[src/rtl/gpio_regbank_pkg.sv]
package gpio_regbank_pkg;
    localparam int ADDR_W = 3;

    localparam logic [ADDR_W-1:0] A_PIN   = 3'd0;
    localparam logic [ADDR_W-1:0] A_OUT   = 3'd1;
    localparam logic [ADDR_W-1:0] A_POL   = 3'd2;
    localparam logic [ADDR_W-1:0] A_DIR   = 3'd3;
    localparam logic [ADDR_W-1:0] A_STYLE = 3'd4;
    localparam logic [ADDR_W-1:0] A_SNAP  = 3'd5;

    typedef enum logic {
        CH_IDLE,
        CH_ACTIVE
    } ch_state_t;

    typedef enum logic [2:0] {
        SNAP_FILL1,
        SNAP_FILL2,
        SNAP_TAKE,
        SNAP_IDLE,
        SNAP_FOLLOW
    } snap_state_t;
endpackage

[src/rtl/gpio_sync2.sv]
module gpio_sync2 #(
    parameter int          W       = 8,
    parameter logic [W-1:0] RST_VAL = '0
) (
    input  logic         clk,
    input  logic         rst_n,
    input  logic [W-1:0] d,
    output logic [W-1:0] q
);
    logic [W-1:0] stage1;

    always_ff @(posedge clk or negedge rst_n) begin
        if (!rst_n) begin
            stage1 <= RST_VAL;
            q      <= RST_VAL;
        end else begin
            stage1 <= d;
            q      <= stage1;
        end
    end
endmodule

[src/rtl/gpio_pulse_ch.sv]
module gpio_pulse_ch
    import gpio_regbank_pkg::*;
#(
    parameter int PULSE_LEN = 4
) (
    input  logic clk,
    input  logic rst_n,
    input  logic wr_hit,
    input  logic wbit,
    input  logic style,
    output logic q
);
    localparam int CW = $clog2(PULSE_LEN + 1);
    localparam logic [CW-1:0] LAST = CW'(PULSE_LEN - 1);

    ch_state_t     st, st_nx;
    logic [CW-1:0] cnt, cnt_nx;
    logic          q_nx;

    always_ff @(posedge clk or negedge rst_n) begin
        if (!rst_n) begin
            st  <= CH_IDLE;
            cnt <= '0;
            q   <= 1'b0;
        end else begin
            st  <= st_nx;
            cnt <= cnt_nx;
            q   <= q_nx;
        end
    end

    always_comb begin
        st_nx  = st;
        cnt_nx = cnt;
        q_nx   = q;
        unique case (st)
            CH_IDLE: begin
                if (wr_hit) begin
                    q_nx = wbit;
                    if (wbit && style) begin
                        st_nx  = CH_ACTIVE;
                        cnt_nx = '0;
                    end
                end
            end
            CH_ACTIVE: begin
                if (wr_hit) begin
                    q_nx = wbit;
                    if (wbit && style) cnt_nx = '0;
                    else               st_nx  = CH_IDLE;
                end else if (!style) begin
                    st_nx = CH_IDLE;
                end else if (cnt == LAST) begin
                    q_nx  = 1'b0;
                    st_nx = CH_IDLE;
                end else begin
                    cnt_nx = cnt + 1'b1;
                end
            end
        endcase
    end

    // while a pulse is counting, the stored bit is high
    assert_pulse_high_R7: assert property (@(posedge clk) disable iff (!rst_n)
        (st == CH_ACTIVE) |-> q);

    // the final count with no intervening write ends the pulse
    assert_pulse_end_R7: assert property (@(posedge clk) disable iff (!rst_n)
        (st == CH_ACTIVE && cnt == LAST && !wr_hit && style) |=> !q);
endmodule

[src/rtl/gpio_snapshot.sv]
module gpio_snapshot
    import gpio_regbank_pkg::*;
#(
    parameter int W = 8
) (
    input  logic         clk,
    input  logic         rst_n,
    input  logic [W-1:0] pins_s,
    input  logic         ext_low,
    input  logic         cap_en,
    output logic [W-1:0] snap
);
    snap_state_t st, st_nx;
    logic        grab;

    always_ff @(posedge clk or negedge rst_n) begin
        if (!rst_n) st <= SNAP_FILL1;
        else        st <= st_nx;
    end

    always_comb begin
        st_nx = st;
        unique case (st)
            SNAP_FILL1:  st_nx = SNAP_FILL2;
            SNAP_FILL2:  st_nx = SNAP_TAKE;
            SNAP_TAKE:   st_nx = SNAP_IDLE;
            SNAP_IDLE:   if (cap_en && ext_low)    st_nx = SNAP_FOLLOW;
            SNAP_FOLLOW: if (!(cap_en && ext_low)) st_nx = SNAP_IDLE;
            default:     st_nx = SNAP_IDLE;
        endcase
    end

    assign grab = (st == SNAP_TAKE) || (st == SNAP_FOLLOW);

    always_ff @(posedge clk or negedge rst_n) begin
        if (!rst_n)    snap <= '0;
        else if (grab) snap <= pins_s;
    end

    // outside a capture state the snapshot holds
    assert_snap_hold_R8: assert property (@(posedge clk) disable iff (!rst_n)
        (st == SNAP_IDLE) |=> $stable(snap));

    // with capture disabled, the external line cannot start a capture
    assert_ext_ignored_R9: assert property (@(posedge clk) disable iff (!rst_n)
        (st == SNAP_IDLE && !cap_en) |=> (st == SNAP_IDLE));
endmodule

[src/rtl/gpio_regbank.sv]
module gpio_regbank
    import gpio_regbank_pkg::*;
#(
    parameter int PIN_W     = 8,
    parameter int PULSE_LEN = 4
) (
    input  logic              clk,
    input  logic              rst_n,
    input  logic              ext_rst_n,
    input  logic              ext_cap_en,
    input  logic [ADDR_W-1:0] addr,
    input  logic [PIN_W-1:0]  wdata,
    input  logic              wr_en,
    input  logic              rd_en,
    output logic [PIN_W-1:0]  rdata,
    input  logic [PIN_W-1:0]  pin_in,
    output logic [PIN_W-1:0]  pin_out,
    output logic [PIN_W-1:0]  pin_oe
);
    localparam logic [PIN_W-1:0] POL_RST = PIN_W'(8'hF0);
    localparam logic [PIN_W-1:0] DIR_RST = '1;

    logic [PIN_W-1:0] pins_s, out_q, pol_q, dir_q, style_q, snap_q, rd_mux;
    logic             ext_s;
    logic             wr_out;

    gpio_sync2 #(.W(PIN_W), .RST_VAL('0)) u_pin_sync (
        .clk(clk), .rst_n(rst_n), .d(pin_in), .q(pins_s)
    );

    gpio_sync2 #(.W(1), .RST_VAL(1'b1)) u_ext_sync (
        .clk(clk), .rst_n(rst_n), .d(ext_rst_n), .q(ext_s)
    );

    always_ff @(posedge clk or negedge rst_n) begin
        if (!rst_n) begin
            pol_q   <= POL_RST;
            dir_q   <= DIR_RST;
            style_q <= '0;
        end else if (wr_en) begin
            unique case (addr)
                A_POL:   pol_q   <= wdata;
                A_DIR:   dir_q   <= wdata;
                A_STYLE: style_q <= wdata;
                default: ;
            endcase
        end
    end

    assign wr_out = wr_en && (addr == A_OUT);

    for (genvar i = 0; i < PIN_W; i++) begin : g_ch
        gpio_pulse_ch #(.PULSE_LEN(PULSE_LEN)) u_ch (
            .clk   (clk),
            .rst_n (rst_n),
            .wr_hit(wr_out),
            .wbit  (wdata[i]),
            .style (style_q[i]),
            .q     (out_q[i])
        );
    end

    gpio_snapshot #(.W(PIN_W)) u_snap (
        .clk    (clk),
        .rst_n  (rst_n),
        .pins_s (pins_s),
        .ext_low(!ext_s),
        .cap_en (ext_cap_en),
        .snap   (snap_q)
    );

    assign pin_out = out_q ^ pol_q;
    assign pin_oe  = ~dir_q;

    always_comb begin
        unique case (addr)
            A_PIN:   rd_mux = pins_s ^ pol_q;
            A_OUT:   rd_mux = out_q;
            A_POL:   rd_mux = pol_q;
            A_DIR:   rd_mux = dir_q;
            A_STYLE: rd_mux = style_q;
            A_SNAP:  rd_mux = snap_q;
            default: rd_mux = '0;
        endcase
    end

    always_ff @(posedge clk or negedge rst_n) begin
        if (!rst_n)     rdata <= '0;
        else if (rd_en) rdata <= rd_mux;
    end

    // a direction write shows on the drive enables one edge later
    assert_dir_oe_R5: assert property (@(posedge clk) disable iff (!rst_n)
        (wr_en && addr == A_DIR) |=> (pin_oe == ~$past(wdata)));

    // reserved addresses read as zero
    assert_rsvd_zero_R10: assert property (@(posedge clk) disable iff (!rst_n)
        (rd_en && addr > A_SNAP) |=> (rdata == '0));

    // read data holds without a read strobe
    assert_rd_hold_R11: assert property (@(posedge clk) disable iff (!rst_n)
        !rd_en |=> $stable(rdata));

    // a write to a read-only or reserved address leaves configuration intact
    assert_ro_write_R10: assert property (@(posedge clk) disable iff (!rst_n)
        (wr_en && (addr == A_PIN || addr >= A_SNAP)) |=>
        ($stable(pol_q) && $stable(dir_q) && $stable(style_q)));
endmodule

[config.mk]
export PLATFORM = sky130hd
export DESIGN_NAME = gpio_regbank
export DESIGN_NICKNAME = d
export VERILOG_FILES = /design/src/rtl/gpio_regbank_pkg.sv /design/src/rtl/gpio_sync2.sv /design/src/rtl/gpio_pulse_ch.sv /design/src/rtl/gpio_snapshot.sv /design/src/rtl/gpio_regbank.sv
export SDC_FILE = /design/constraint.sdc
export NUM_CORES = 1
export LEC_CHECK = 0
export BUFFER_PORTS_ARGS = -buffer_cell sky130_fd_sc_hd__buf_2
export CAP_MARGIN = 25
export CORE_UTILIZATION = 53
export CTS_BUF_LIST = sky130_fd_sc_hd__clkbuf_16
export CTS_CLUSTER_SIZE = 16
export DETAILED_ROUTE_END_ITERATION = 7
export PLACE_DENSITY_LB_ADDON = 0.08
export SETUP_SLACK_MARGIN = 0.5
export SYNTH_ARGS = -nofsm -noshare
export SYNTH_HDL_FRONTEND = slang
export SYNTH_HIERARCHICAL = 1
export SYNTH_SLANG_ARGS = --single-unit
[constraint.sdc]
create_clock -name clk -period 1.3 [get_ports clk]
set_input_delay 0.26 -clock clk [delete_from_list [all_inputs] [get_ports clk]]
set_output_delay 0.26 -clock clk [all_outputs]
set_load 0.03 [all_outputs]
# Word level (Yosys, flattened, before mapping)
# Cells that the tools add are included.
# totals
register_bits	101
latchBits	0
mem_bits_rw	0
romBits	0
in_bits	25
out_inout_bits	24
word_cells	278
mem_count	0
# classes
add_sub_neg	8
multipliers	0
div_mod_pow	0
magnitude_cmp	0
eq_ne	51
shift	0
mux	140
bitwise	11
reduce_logical	34
# op_table
operator	count
3-bit two-way mux	42
1-bit two-way mux	72
3-bit != test, second input constant	21
3-bit case mux with 2 select lines	8
8-bit case mux with 6 select lines	1
3-bit AND reduction	16
3-bit by 2-bit == test with 1-bit output, second input constant	12
1-bit case mux with 2 select lines	16
3-bit by 1-bit adder with 3-bit output, second input constant	8
2-bit != test, second input constant	8
8-bit bitwise XOR	2
3-bit case mux with 4 select lines	1
1-bit logical AND	10
3-bit == test, second input constant	3
3-bit by 2-bit != test with 1-bit output, second input constant	3
1-bit NOT	8
8-bit NOT	1
2-bit AND reduction	4
3-bit by 1-bit == test with 1-bit output, second input constant	2
3-bit logical NOT	2
2-bit by 1-bit != test with 1-bit output, second input constant	2
1-bit logical NOT	1
1-bit logical OR	1

# Logic depth before layout (Yosys ltp)
# Gate-level depths: netlist of the first run.
# depth
depth_word	5
ltp_mapped	7
mapped_depth_nobuf	6

# Hierarchy
# The synthesis of the first run kept the hierarchy.
# by_module_without_submodules
mod	instances	cells_per_inst	area_per_inst_um2
gpio_pulse_ch	8	21	240.2
gpio_regbank	1	156	1816.7
gpio_snapshot	1	34	447.9
gpio_sync2 (u_pin_sync)	1	16	400.4
gpio_sync2 (u_ext_sync)	1	2	52.6

# Worst setup path after synthesis of the first run
# No wires, ideal clock.
# synth_timing
path_kind	input port to flip-flop
startpoint	in addr[0]
endpoint	reg g_ch[0].u_ch.cnt[1]
setup_ns	0.082
arrival_time_ns	1.823
required_ns	1.218
setup_slack_ns	-0.605
cell_stages	7
path_buffers	1
path_cell_list	buf_2 > nor2b_1 > and2_1 > and2_1 > nand4bb_4 > nand2_2 > o22ai_1
# synth_between
elab_chain_len	4
word_cells_on_any_way	8
cone_classes	4 x eq/ne; 2 x mux; 2 x reduce/logical
# synth_rtl
element	line_no	text
from (decl)	gpio_regbank.sv:11	input logic [ADDR_W-1:0] addr,
3-bit by 1-bit == test with 1-bit output (*)	gpio_regbank.sv:50	assign wr_out = wr_en && (addr == A_OUT);
1-bit logical AND (*)	gpio_regbank.sv:50	
named net wr_out	gpio_regbank.sv:25	logic wr_out;
3-bit by 2-bit != test with 1-bit output (no source line) (tied with other cells)	-	
3-bit AND reduction (no source line) / 3-bit case mux with 2 select lines (equally long branches)	-	
to (signal assigned)	gpio_pulse_ch.sv:27	cnt <= cnt_nx;
to (decl)	gpio_pulse_ch.sv:17	logic [CW-1:0] cnt, cnt_nx;
# Mark *: on every way through the listed nets, which the timed path passes. The rest lies on a longest branch.
# A chain may end at the register's enable or synchronous reset.

# Final worst setup path of the first run
# layout_timing
startpoint	reg pol_q[4]
endpoint	reg rdata[4]
# layout_between
elab_chain_len	2
# layout_rtl
element	line_no	text
from (decl)	gpio_regbank.sv:23	logic [PIN_W-1:0] pins_s, out_q, pol_q, dir_q, style_q, snap_q, rd_mux;
from (signal assigned)	gpio_regbank.sv:42	A_POL: pol_q <= wdata;
8-bit bitwise XOR	gpio_regbank.sv:77	A_PIN: rd_mux = pins_s ^ pol_q;
8-bit case mux with 6 select lines (*)	gpio_regbank.sv:76	unique case (addr)
to (signal assigned)	gpio_regbank.sv:89	else if (rd_en) rdata <= rd_mux;
to (decl)	gpio_regbank.sv:15	output logic [PIN_W-1:0] rdata,
# Mark *: on every way between the ends. The rest lies on a longest branch, timed or not.

==> metrics, run 1 <==
status=finished with violations; failing checks=negative hold slack, negative setup slack; Buf/Inv on CP=3; Core ar.=0.008341 sq mm; post-route ant nets=0; routed wire length=13,380 microns; share of cells above drive strength 1=61.64%; number of DRC markers in iteration 0=205; P_leak=3.339 nW; Final WS setup=-246.5 ps; synth-to-layout area growth=57.15%; global-route wire length before repair=18,460 microns; global route overflow=0; Post-Syn Instances=376; Port Buffers=48; Max-slew headroom=71.15%; fmax=0.6466 GHz; crit end category=flip-flop; Tcrit/Tclk final=119.0%; Crit path top cell by count=buf_6; full die area=0.009132 sq mm; max FFs per register=24; Finished Cell Area=0.007291 sq mm; layout filler cell count=360; Die Span Y=95.56 microns; RSZ-0062 raised after global routing=yes; maxcap violations=0; total CTS buffers=9; Synth area leader=dfrtp_1; Crit path max-delay family=compound AO/OA/AOI/OAI gates; syn_area_per_cell=12.34 sq um; PwrDens=1758 mW/mm^2; first-pass detailed-route iteration total=4; ys flop type=dfrtp_1; Clock Latency Late Sink=350 ps; Worst VDD drop=1.197 mV; Cell Area, Placed=0.005633 sq mm; Synth area leaders=dfrtp_1 47%, dfstp_2 7.9%, mux2_2 5.8%, nand4bb_4 4.7%, ha_1 4.3%; final core area utilization=87.41%; Fin Hold WS=-102.3 ps; Initial Util=55.63%; element type at the critical path start=flip-flop; final setup violating endpoints=32; CP Cell Sequence=buf_6 > buf_6 > buf_4 > a31oi_1 > a221oi_2 > a211o_1; Async SR Flop Fraction=100.0%; H-Tree Depth=3; dpl hpwl=6727 microns; clock slew at the register clock pins of the worst setup and hold paths=70 ps; CTS max path bufs=2; Yosys warnings=6; share of the synthesized area in the top cell type=46.93%; count leader, synth=dfrtp_1; die extent in x=95.56 microns; Antenna diodes=0; CTS sink cnt=101; root buffer cell=clkbuf_16; Final Skew=6.633 ps; Tightest Pin Transition=432.7 ps; FF+latch count, synth=101; Routed WL per cell=20.84 microns; count of cell types in the netlist=42; final-stage net count=573; worst min path class=input pin to asynchronous set/reset pin; Total GRT Usage=27.52%; largest net degree at the start of global routing=68; DR vias/cell=5.645; Synthesized Nets=417; CTS tree=yes; max-slew violations=0; vias post-DR=3,624; Placement Rows=33; I/O pins=49; endpoints failing hold=87; vias in the first global route=3,704; CP arrival=1780 ps; Worst path slowest cell=dfstp_2; initial antenna violation count=0; GP Congestion=0.7780; Post-route DRC=0; Largest Register=g_ch.u_ch/cnt; CP required=1530 ps; sequential share of the synthesized area=54.85%; Crit path largest cell delay=400 ps; CP max FO=3; Mapped Area=0.004639 sq mm; commonest cells in the netlist=87 x dfrtp_1, 34 x inv_1, 26 x nand2_1; crit path kind=flip-flop to flip-flop; number of synthesized flops with an enable pin=0; Final Critical Period=1546 ps
-- stage by stage --
step / worst slack, ps / hold slack (ps) / cells / TNS [ps] / power, mW
final: -246.5 / -102.3 / 642 / -2357 / 12.82
after global routing: -276.8 / -66.02 / 642 / -3973 / 13.45
after CTS: -221.9 / -74.06 / 618 / -1502 / 12.13
after detailed placement: -228.0 / 295.1 / 561 / -9639 / 7.997
after global placement: -206.9 / 291.8 / 561 / -8104 / 7.845
after floorplan: -62.74 / -35.59 / 376 / -1420 / 6.905
-- where the power goes --
| group | total (mW) | internal [mW] | switching (mW) |
|---|---|---|---|
| combinational | 5.16 | 2.89 | 2.28 |
| clock | 2.85 | 1.54 | 1.30 |
| sequential | 4.81 | 4.02 | 0.786 |
-- worst paths after layout --
| kind | from | endpoint | slack (ps) | cells after the start |
|---|---|---|---|---|
| setup / recovery | pol_q[4] | rdata[4] | -250 | 6 |
| max in group asynchronous | rst_n | pol_q[7] | 1000 | 2 |
| hold reg to reg | u_pin_sync/stage1[4] | u_pin_sync/q[4] | 350 | 0 |
| setup reg to reg | pol_q[4] | rdata[4] | -250 | 6 |
| hold / removal | rst_n | g_ch[1].u_ch/cnt[2] | -100 | 2 |
| min in group clk | pin_in[4] | u_pin_sync/stage1[4] | 10 | 1 |
-- area by class of cell --
class / instances / area [sq um] / share of cell area [%]
multi-input combinational: 232 / 2638 / 36.18
clock inverter: 7 / 91.34 / 1.253
sequential: 101 / 2556 / 35.06
clock buffer: 9 / 225.2 / 3.089
timing repair buffer: 153 / 1508 / 20.68
inverter: 35 / 141.4 / 1.939
tap: 105 / 131.4 / 1.802
-- cells in the final DEF (no fill, tap or decap), types with 5 or more instances in the layout --
cell       count
clkbuf_16      9
mux2_4        32
o21ai_1       17
nand2_4        7
ha_4          10
mux2i_1        8
nand3_2       16
inv_2          6
nand2_1       23
dfstp_2       14
nand3_1        8
ha_2           6
o22ai_1       15
buf_4         54
xor2_4         8
nand4bb_4      8
buf_2         20
dfrtp_2        9
buf_12         7
inv_1         25
dfrtp_1       78
o22ai_2        5
buf_6         65
a21oi_2        5
-- cell families (layout without fill, tap and decap cells) --
group / Yosys count / count (layout) / share of synthesized area (%)
adder cells (fa/ha/maj): 16 / 16 / 4.315
XOR/XNOR: 15 / 15 / 2.832
buffers and inverters: 43 / 204 / 3.937
AO/OA/AOI/OAI: 67 / 67 / 9.277
multiplexers: 40 / 40 / 10.14
AND/OR/NAND/NOR: 94 / 94 / 14.64
flip-flops: 101 / 101 / 54.85
-- metal layers --
layer	global-route usage, %	wire, microns	vias up
met3	5.183	433	32
met2	45.54	6998	97
met1	36.01	5597	1849
met4	10.32	349	0
li1	-	-	1646
met5	0	0	-
-- what timing repair did --
| action | 4_1_cts | 5_1_grt |
|---|---|---|
| gates cloned | 2 | 0 |
| resized for setup | 171 | 39 |
| endpoints found under the setup margin | 107 | 107 |
| buffers inserted | 39 | 22 |
| pin swaps | 49 | 29 |
| endpoints found under the hold margin | 87 | 59 |
Note: power is estimated with default switching activity, not from simulation.
==> inputs of run 2 (changes only) <==
--- a/config.mk
+++ b/config.mk
@@ -15,5 +15,4 @@
 export SETUP_SLACK_MARGIN = 0.5
 export SYNTH_ARGS = -nofsm -noshare
 export SYNTH_HDL_FRONTEND = slang
-export SYNTH_HIERARCHICAL = 1
 export SYNTH_SLANG_ARGS = --single-unit
==> metrics, run 2 <==
CP arrival=1280 ps (-500 ps); Port Buffers=48 (unchanged); top layer used by detailed routing=met4; routed wire length=15,230 microns (+14%); layout filler cell count=310 (-14%); vias in the first global route=4,160 (+12%); element type at the critical path start=flip-flop; largest net degree at the start of global routing=28 (-59%); Antenna diodes=0 (unchanged); commonest cells in the netlist=87 x dfrtp_1, 42 x mux2_2, 34 x inv_1; RSZ-0062 raised after global routing=yes; crit end category=output pin; H-Tree Depth=3 (unchanged); global route overflow=0 (unchanged); post-route ant nets=0 (unchanged); CTS sink cnt=101 (unchanged); max FFs per register=24 (unchanged); fmax=0.6473 GHz (+0.11%); Max-slew headroom=71.79% (+0.63 points); area of the multi-input gates=0.002673 sq mm (+1.3%); PwrDens=1613 mW/mm^2 (-8.2%); vias post-DR=4,029 (+11%); final-stage net count=615 (+7.3%); maxcap violations=0 (unchanged); share of the synthesized area in the top cell type=46.62% (-0.30 points); Synth area leaders=dfrtp_1 47%, mux2_2 10%, dfstp_2 7.9%, ha_1 4.3%, a22o_1 2.8%; Finished Cell Area=0.007586 sq mm (+4.1%); syn_area_per_cell=11.94 sq um (-3.2%); worst r2r dst=rdata[0]; Final Skew=9.615 ps (+2.983 ps); FF+latch count, synth=101 (unchanged); Synth area leader=dfrtp_1; full die area=0.009190 sq mm (+0.64%); Tcrit/Tclk final=118.8% (-0.13 points); Clock Latency Late Sink=340 ps (about the same); Fin Hold WS=-215.8 ps (-113.5 ps); crit path kind=flip-flop to output pin; status=finished with violations; dpl ws=-355.8 ps (-127.8 ps); failing checks=negative hold slack, negative setup slack; Core ar.=0.008382 sq mm (+0.50%); DR vias/cell=5.890 (+4.3%); dpl hpwl=7275 microns (+8.1%); RR Startpoint=pol_q[0]; Die Span Y=95.87 microns (+0.32%); CP max FO=2 (-1); number of synthesized flops with an enable pin=0 (unchanged); Async SR Flop Fraction=100.0% (unchanged); Routed WL per cell=22.27 microns (+6.9%); flop2flop setup slack=-200 ps (+50 ps); met2 wire length=7821 microns (+12%); sequential share of the synthesized area=54.50% (-0.35 points); Initial Util=55.71% (+0.084 points); Worst VDD drop=1.067 mV (-11%); worst min path class=input pin to asynchronous set/reset pin; root buffer cell=clkbuf_16; Routed met3 length=826 microns (+91%); worst reg2reg path depth=5 (-1); Final WS setup=-244.8 ps (+1.691 ps); P_leak=3.533 nW (+5.8%); CTS max path bufs=2 (unchanged); initial antenna violation count=0 (unchanged); Tightest Pin Transition=417.9 ps (-14.79 ps); Final Critical Period=1545 ps (-1.691 ps); total CTS buffers=9 (unchanged); max-slew violations=0 (unchanged); Synthesized Nets=432 (+3.6%); CP required=1040 ps (-490 ps); clock slew at the register clock pins of the worst setup and hold paths=60 ps (about the same); die extent in x=95.87 microns (+0.32%); FF+latch area=0.002555 sq mm (about the same); count leader, synth=dfrtp_1; count of cell types in the netlist=46 (+9.5%); Largest Register=g_ch.u_ch.cnt; routed length on met1=5986 microns (+7.0%); Cell Area, Placed=0.005932 sq mm (+5.3%); synth-to-layout area growth=62.46%; setup TNS=-5036 ps (-2680 ps); CTS tree=yes; Total GRT Usage=31.79% (+4.3 points); Post-route DRC=0 (unchanged); Overall Power=12.24 mW (-4.5%); commonest non-fill, non-tap cell in the layout=buf_4; Placement Rows=33 (unchanged); global-route wire length before repair=21,180 microns (+15%); ys flop type=dfrtp_1; number of DRC markers in iteration 0=259 (+26%); final setup violating endpoints=56 (+75%); Yosys warnings=0 (-6); first-pass detailed-route iteration total=4 (unchanged); I/O pins=49 (unchanged); GP Congestion=0.7720 (-0.77%); most frequent cells in the layout=88 x buf_4, 79 x dfrtp_1, 62 x buf_6; share of cells above drive strength 1=62.52% (+0.88 points); endpoints failing hold=11 (-87%); Post-Syn Instances=391 (+4.0%); Mapped Area=0.004669 sq mm (+0.65%)
[run 2: timing repair]
| action | 4_1_cts | 5_1_grt |
|---|---|---|
| pin swaps | 47 | 41 |
| endpoints found under the hold margin | 11 | 12 |
| gates resized for setup | 164 | 38 |
| setup endpoints to repair | 107 | 107 |
| gates cloned | 3 | 0 |
| setup buffers | 45 | 22 |
[run 2: cell families (layout without fill, tap and decap cells)]
kind of cell | count (synthesis) | after routing | share of synthesized area [%]
compound gates | 80 | 80 | 12.17
buf+inv | 49 | 237 | 4.689
xor+xnor | 12 | 12 | 2.251
flops | 101 | 101 | 54.50
simple gates | 83 | 83 | 10.26
mux | 50 | 50 | 11.84
fa+ha+maj | 16 | 16 | 4.287
[run 2: worst max path at each step]
stage	start	end	slack, ps	cells past startpoint
after floorplan	g_ch[6].u_ch.cnt[0]	g_ch[6].u_ch.cnt[0]	-130	5
after global placement	addr[0]	pol_q[2]	-330	5
after detailed placement	addr[0]	pol_q[2]	-360	5
after CTS	pol_q[7]	pin_out[7]	-250	3
after global routing	pol_q[7]	pin_out[7]	-280	3
final	pol_q[7]	pin_out[7]	-240	3
[run 2: stage by stage]
stage                     std cells  utilization (%)
after floorplan                 391                -
after global placement          597            70.77
after detailed placement        597            70.77
after CTS                       661            86.60
after global routing            684            90.51
final                           684            90.51
[run 2: cell type report]
type	count	area share [%]
sequential	101	33.68
tap	105	1.732
timing repair buffer	187	23.78
inverter	34	1.748
clock buffer	9	2.969
multi-input combinational	241	35.23
clock inverter	7	0.8577
[run 2: critical path, cell delays in order (launching register included)]
cell and delay [ps]:
dfstp_2 550, buf_6 110, xor2_4 140, buf_6 140
[run 2: layer usage]
layer  vias to the layer above  global-route usage, %
met4                         0                  14.30
met5                         -                      0
met1                      2035                  37.28
met3                        59                  7.662
li1                       1736                      -
met2                       199                  55.30
[run 2: power breakdown]
group	total, mW	internal (mW)	switching, mW
logic	4.97	2.89	2.09
registers	4.62	3.89	0.721
clock network	2.65	1.48	1.17
==> inputs of run 3 (changes only) <==
--- a/config.mk
+++ b/config.mk
@@ -12,6 +12,7 @@
 export CTS_CLUSTER_SIZE = 16
 export DETAILED_ROUTE_END_ITERATION = 7
 export PLACE_DENSITY_LB_ADDON = 0.08
+export REMOVE_ABC_BUFFERS = 1
 export SETUP_SLACK_MARGIN = 0.5
 export SYNTH_ARGS = -nofsm -noshare
 export SYNTH_HDL_FRONTEND = slang
==> metrics, run 3 (same netlist as run 2, synthesis figures left out) <==
Post-route DRC=0 (unchanged); Max-slew headroom=72.04% (+0.25 points); CTS max path bufs=2 (unchanged); Int Pwr=7.806 mW (-5.5%); top layer used by detailed routing=met4; CP arrival=1280 ps (about the same); Tightest Pin Transition=419.4 ps (+1.539 ps); global-route wire length before repair=18,480 microns (-13%); Routed met3 length=364 microns (-56%); full die area=0.009190 sq mm (unchanged); Clock Latency Late Sink=350 ps (about the same); most frequent cells in the layout=86 x dfrtp_1, 70 x buf_4, 61 x buf_6; max-slew violations=0 (unchanged); Finished Cell Area=0.007116 sq mm (-6.2%); Total GRT Usage=27.32% (-4.5 points); failing checks=negative hold slack, negative setup slack; largest net degree at the start of global routing=70 (+150%); share of cells above drive strength 1=57.37% (-5.1 points); max FFs per register=24 (unchanged); fmax=0.6498 GHz (+0.38%); I/O pins=49 (unchanged); final-stage net count=592 (-3.7%); Initial Util=55.71% (unchanged); H-Tree Depth=3 (unchanged); Final Critical Period=1539 ps (-5.770 ps); Antenna diodes=0 (unchanged); Combinational Power Share=38.5% (-2.1 points); P_leak=3.313 nW (-6.2%); Largest Register=g_ch.u_ch.cnt; Clk pwr share=22.5% (+0.8 points); maxcap violations=0 (unchanged); CTS tree=yes; vias post-DR=3,675 (-8.8%); CP max FO=2 (unchanged); routed length on met1=4917 microns (-18%); switching part of the total power=32.30% (-0.19 points); Core ar.=0.008382 sq mm (unchanged); met2 wire length=6411 microns (-18%); Routed WL per cell=18.17 microns (-18%); number of DRC markers in iteration 0=146 (-44%); commonest non-fill, non-tap cell in the layout=dfrtp_1; Tcrit/Tclk final=118.4% (-0.44 points); crit path kind=flip-flop to output pin; CP required=1040 ps (about the same); final setup violating endpoints=50 (-11%); Cell Area, Placed=0.005482 sq mm (-7.6%); GP Congestion=0.7495 (-2.9%); status=finished with violations; first-pass detailed-route iteration total=4 (unchanged); Placement Rows=33 (unchanged); endpoints failing hold=87 (+76); clock slew at the register clock pins of the worst setup and hold paths=80 ps (+20 ps); dpl ws=-355.3 ps (+0.4960 ps); CTS sink cnt=101 (unchanged); final core area utilization=84.89% (-5.6 points); worst min path class=input pin to asynchronous set/reset pin; setup TNS=-4357 ps (+679.0 ps); Port Buffers=48 (unchanged); global route overflow=0 (unchanged); vias in the first global route=3,739 (-10%); net switching power=3.725 mW (-6.3%); DR vias/cell=5.560 (-5.6%); crit end category=output pin; element type at the critical path start=flip-flop; dpl hpwl=6779 microns (-6.8%); Worst VDD drop=1.113 mV (+4.3%); Die Span Y=95.87 microns (unchanged); initial antenna violation count=0 (unchanged); root buffer cell=clkbuf_16; RSZ-0062 raised after global routing=yes; Fin Hold WS=-82.45 ps (+133.3 ps); sequential share of power=39.0% (+1.3 points); Final Skew=5.636 ps (-3.979 ps); die extent in x=95.87 microns (unchanged); synth-to-layout area growth=52.38%; post-route ant nets=0 (unchanged); Final WS setup=-239.0 ps (+5.770 ps); PwrDens=1620 mW/mm^2 (+0.43%); total CTS buffers=9 (unchanged); routed wire length=12,010 microns (-21%)
==> run 3: cell count changes in the layout (fill, tap and decap cells not counted), moves of 5 or more <==
| cell | previous run | this run |
|---|---|---|
| xor2_1 | 1 | 6 |
| buf_12 | 11 | 4 |
| dfrtp_1 | 79 | 86 |
| xor2_4 | 8 | 0 |
| buf_4 | 88 | 70 |
| dfrtp_2 | 8 | 1 |
| mux2_2 | 1 | 9 |
| mux2_4 | 41 | 33 |
==> run 3: stage by stage <==
stage	hold WS, ps	std cells	total power, mW
4_1_cts	-61.87	645	11.05
2_1_floorplan	-35.59	376	6.030
5_1_grt	-50.67	661	12.08
3_3_place_gp	310.7	592	7.068
3_5_place_dp	308.4	592	7.196
6_report	-82.45	661	11.53
==> run 3: cell type report <==
type                            instances  area (sq um)
Fill cell                             417          1266
Inverter                               34         132.6
Tap cell                              105         131.4
Multi-Input combinational cell        241          2494
Sequential cell                       101          2546
Timing Repair Buffer                  164          1528
Clock buffer                            9         225.2
Clock inverter                          7         58.81
==> run 3: layer usage <==
| layer | global-route usage [%] | vias to the layer above |
|---|---|---|
| met4 | 8.209 | 0 |
| met1 | 33.46 | 1878 |
| met5 | 0 | - |
| met3 | 5.687 | 27 |
| met2 | 48.57 | 74 |
| li1 | - | 1696 |
==> run 3: path summary, 6_finish.rpt <==
check / startpoint / endpoint / slack (ps) / depth (start not counted)
max in group asynchronous: rst_n / dir_q[1] / 1010 / 2
min in group clk: pin_in[1] / u_pin_sync.stage1[1] / 10 / 1
max: pol_q[7] / pin_out[7] / -240 / 3
max reg2reg: pol_q[7] / rdata[7] / -230 / 6
min reg2reg: u_pin_sync.stage1[3] / u_pin_sync.q[3] / 350 / 0
min: rst_n / g_ch[5].u_ch.cnt[1] / -80 / 2
==> run 3: power groups by stage <==
stage          clock, mW  combinational [mW]  sequential, mW
3_5_place_dp           0                2.77            4.43
4_1_cts             2.62                4.01            4.43
3_3_place_gp           0                2.66            4.41
2_1_floorplan          0                1.64            4.39
5_1_grt             2.74                4.78            4.57
6_report            2.59                4.44            4.50
==> run 3: critical path: stages, from the launching register on <==
cell     delay (ps)
dfstp_2         550
buf_6           110
xor2_2          130
buf_6           150
==> run 3: timing repair <==
item                                    in CTS  in global routing
resized for setup                          211                 33
endpoints found under the setup margin     107                107
endpoints found under the hold margin       88                 71
gates cloned                                 0                  1
pin swaps                                   60                 28
hold buffers                                 1                  1
buffers inserted                            36                 14
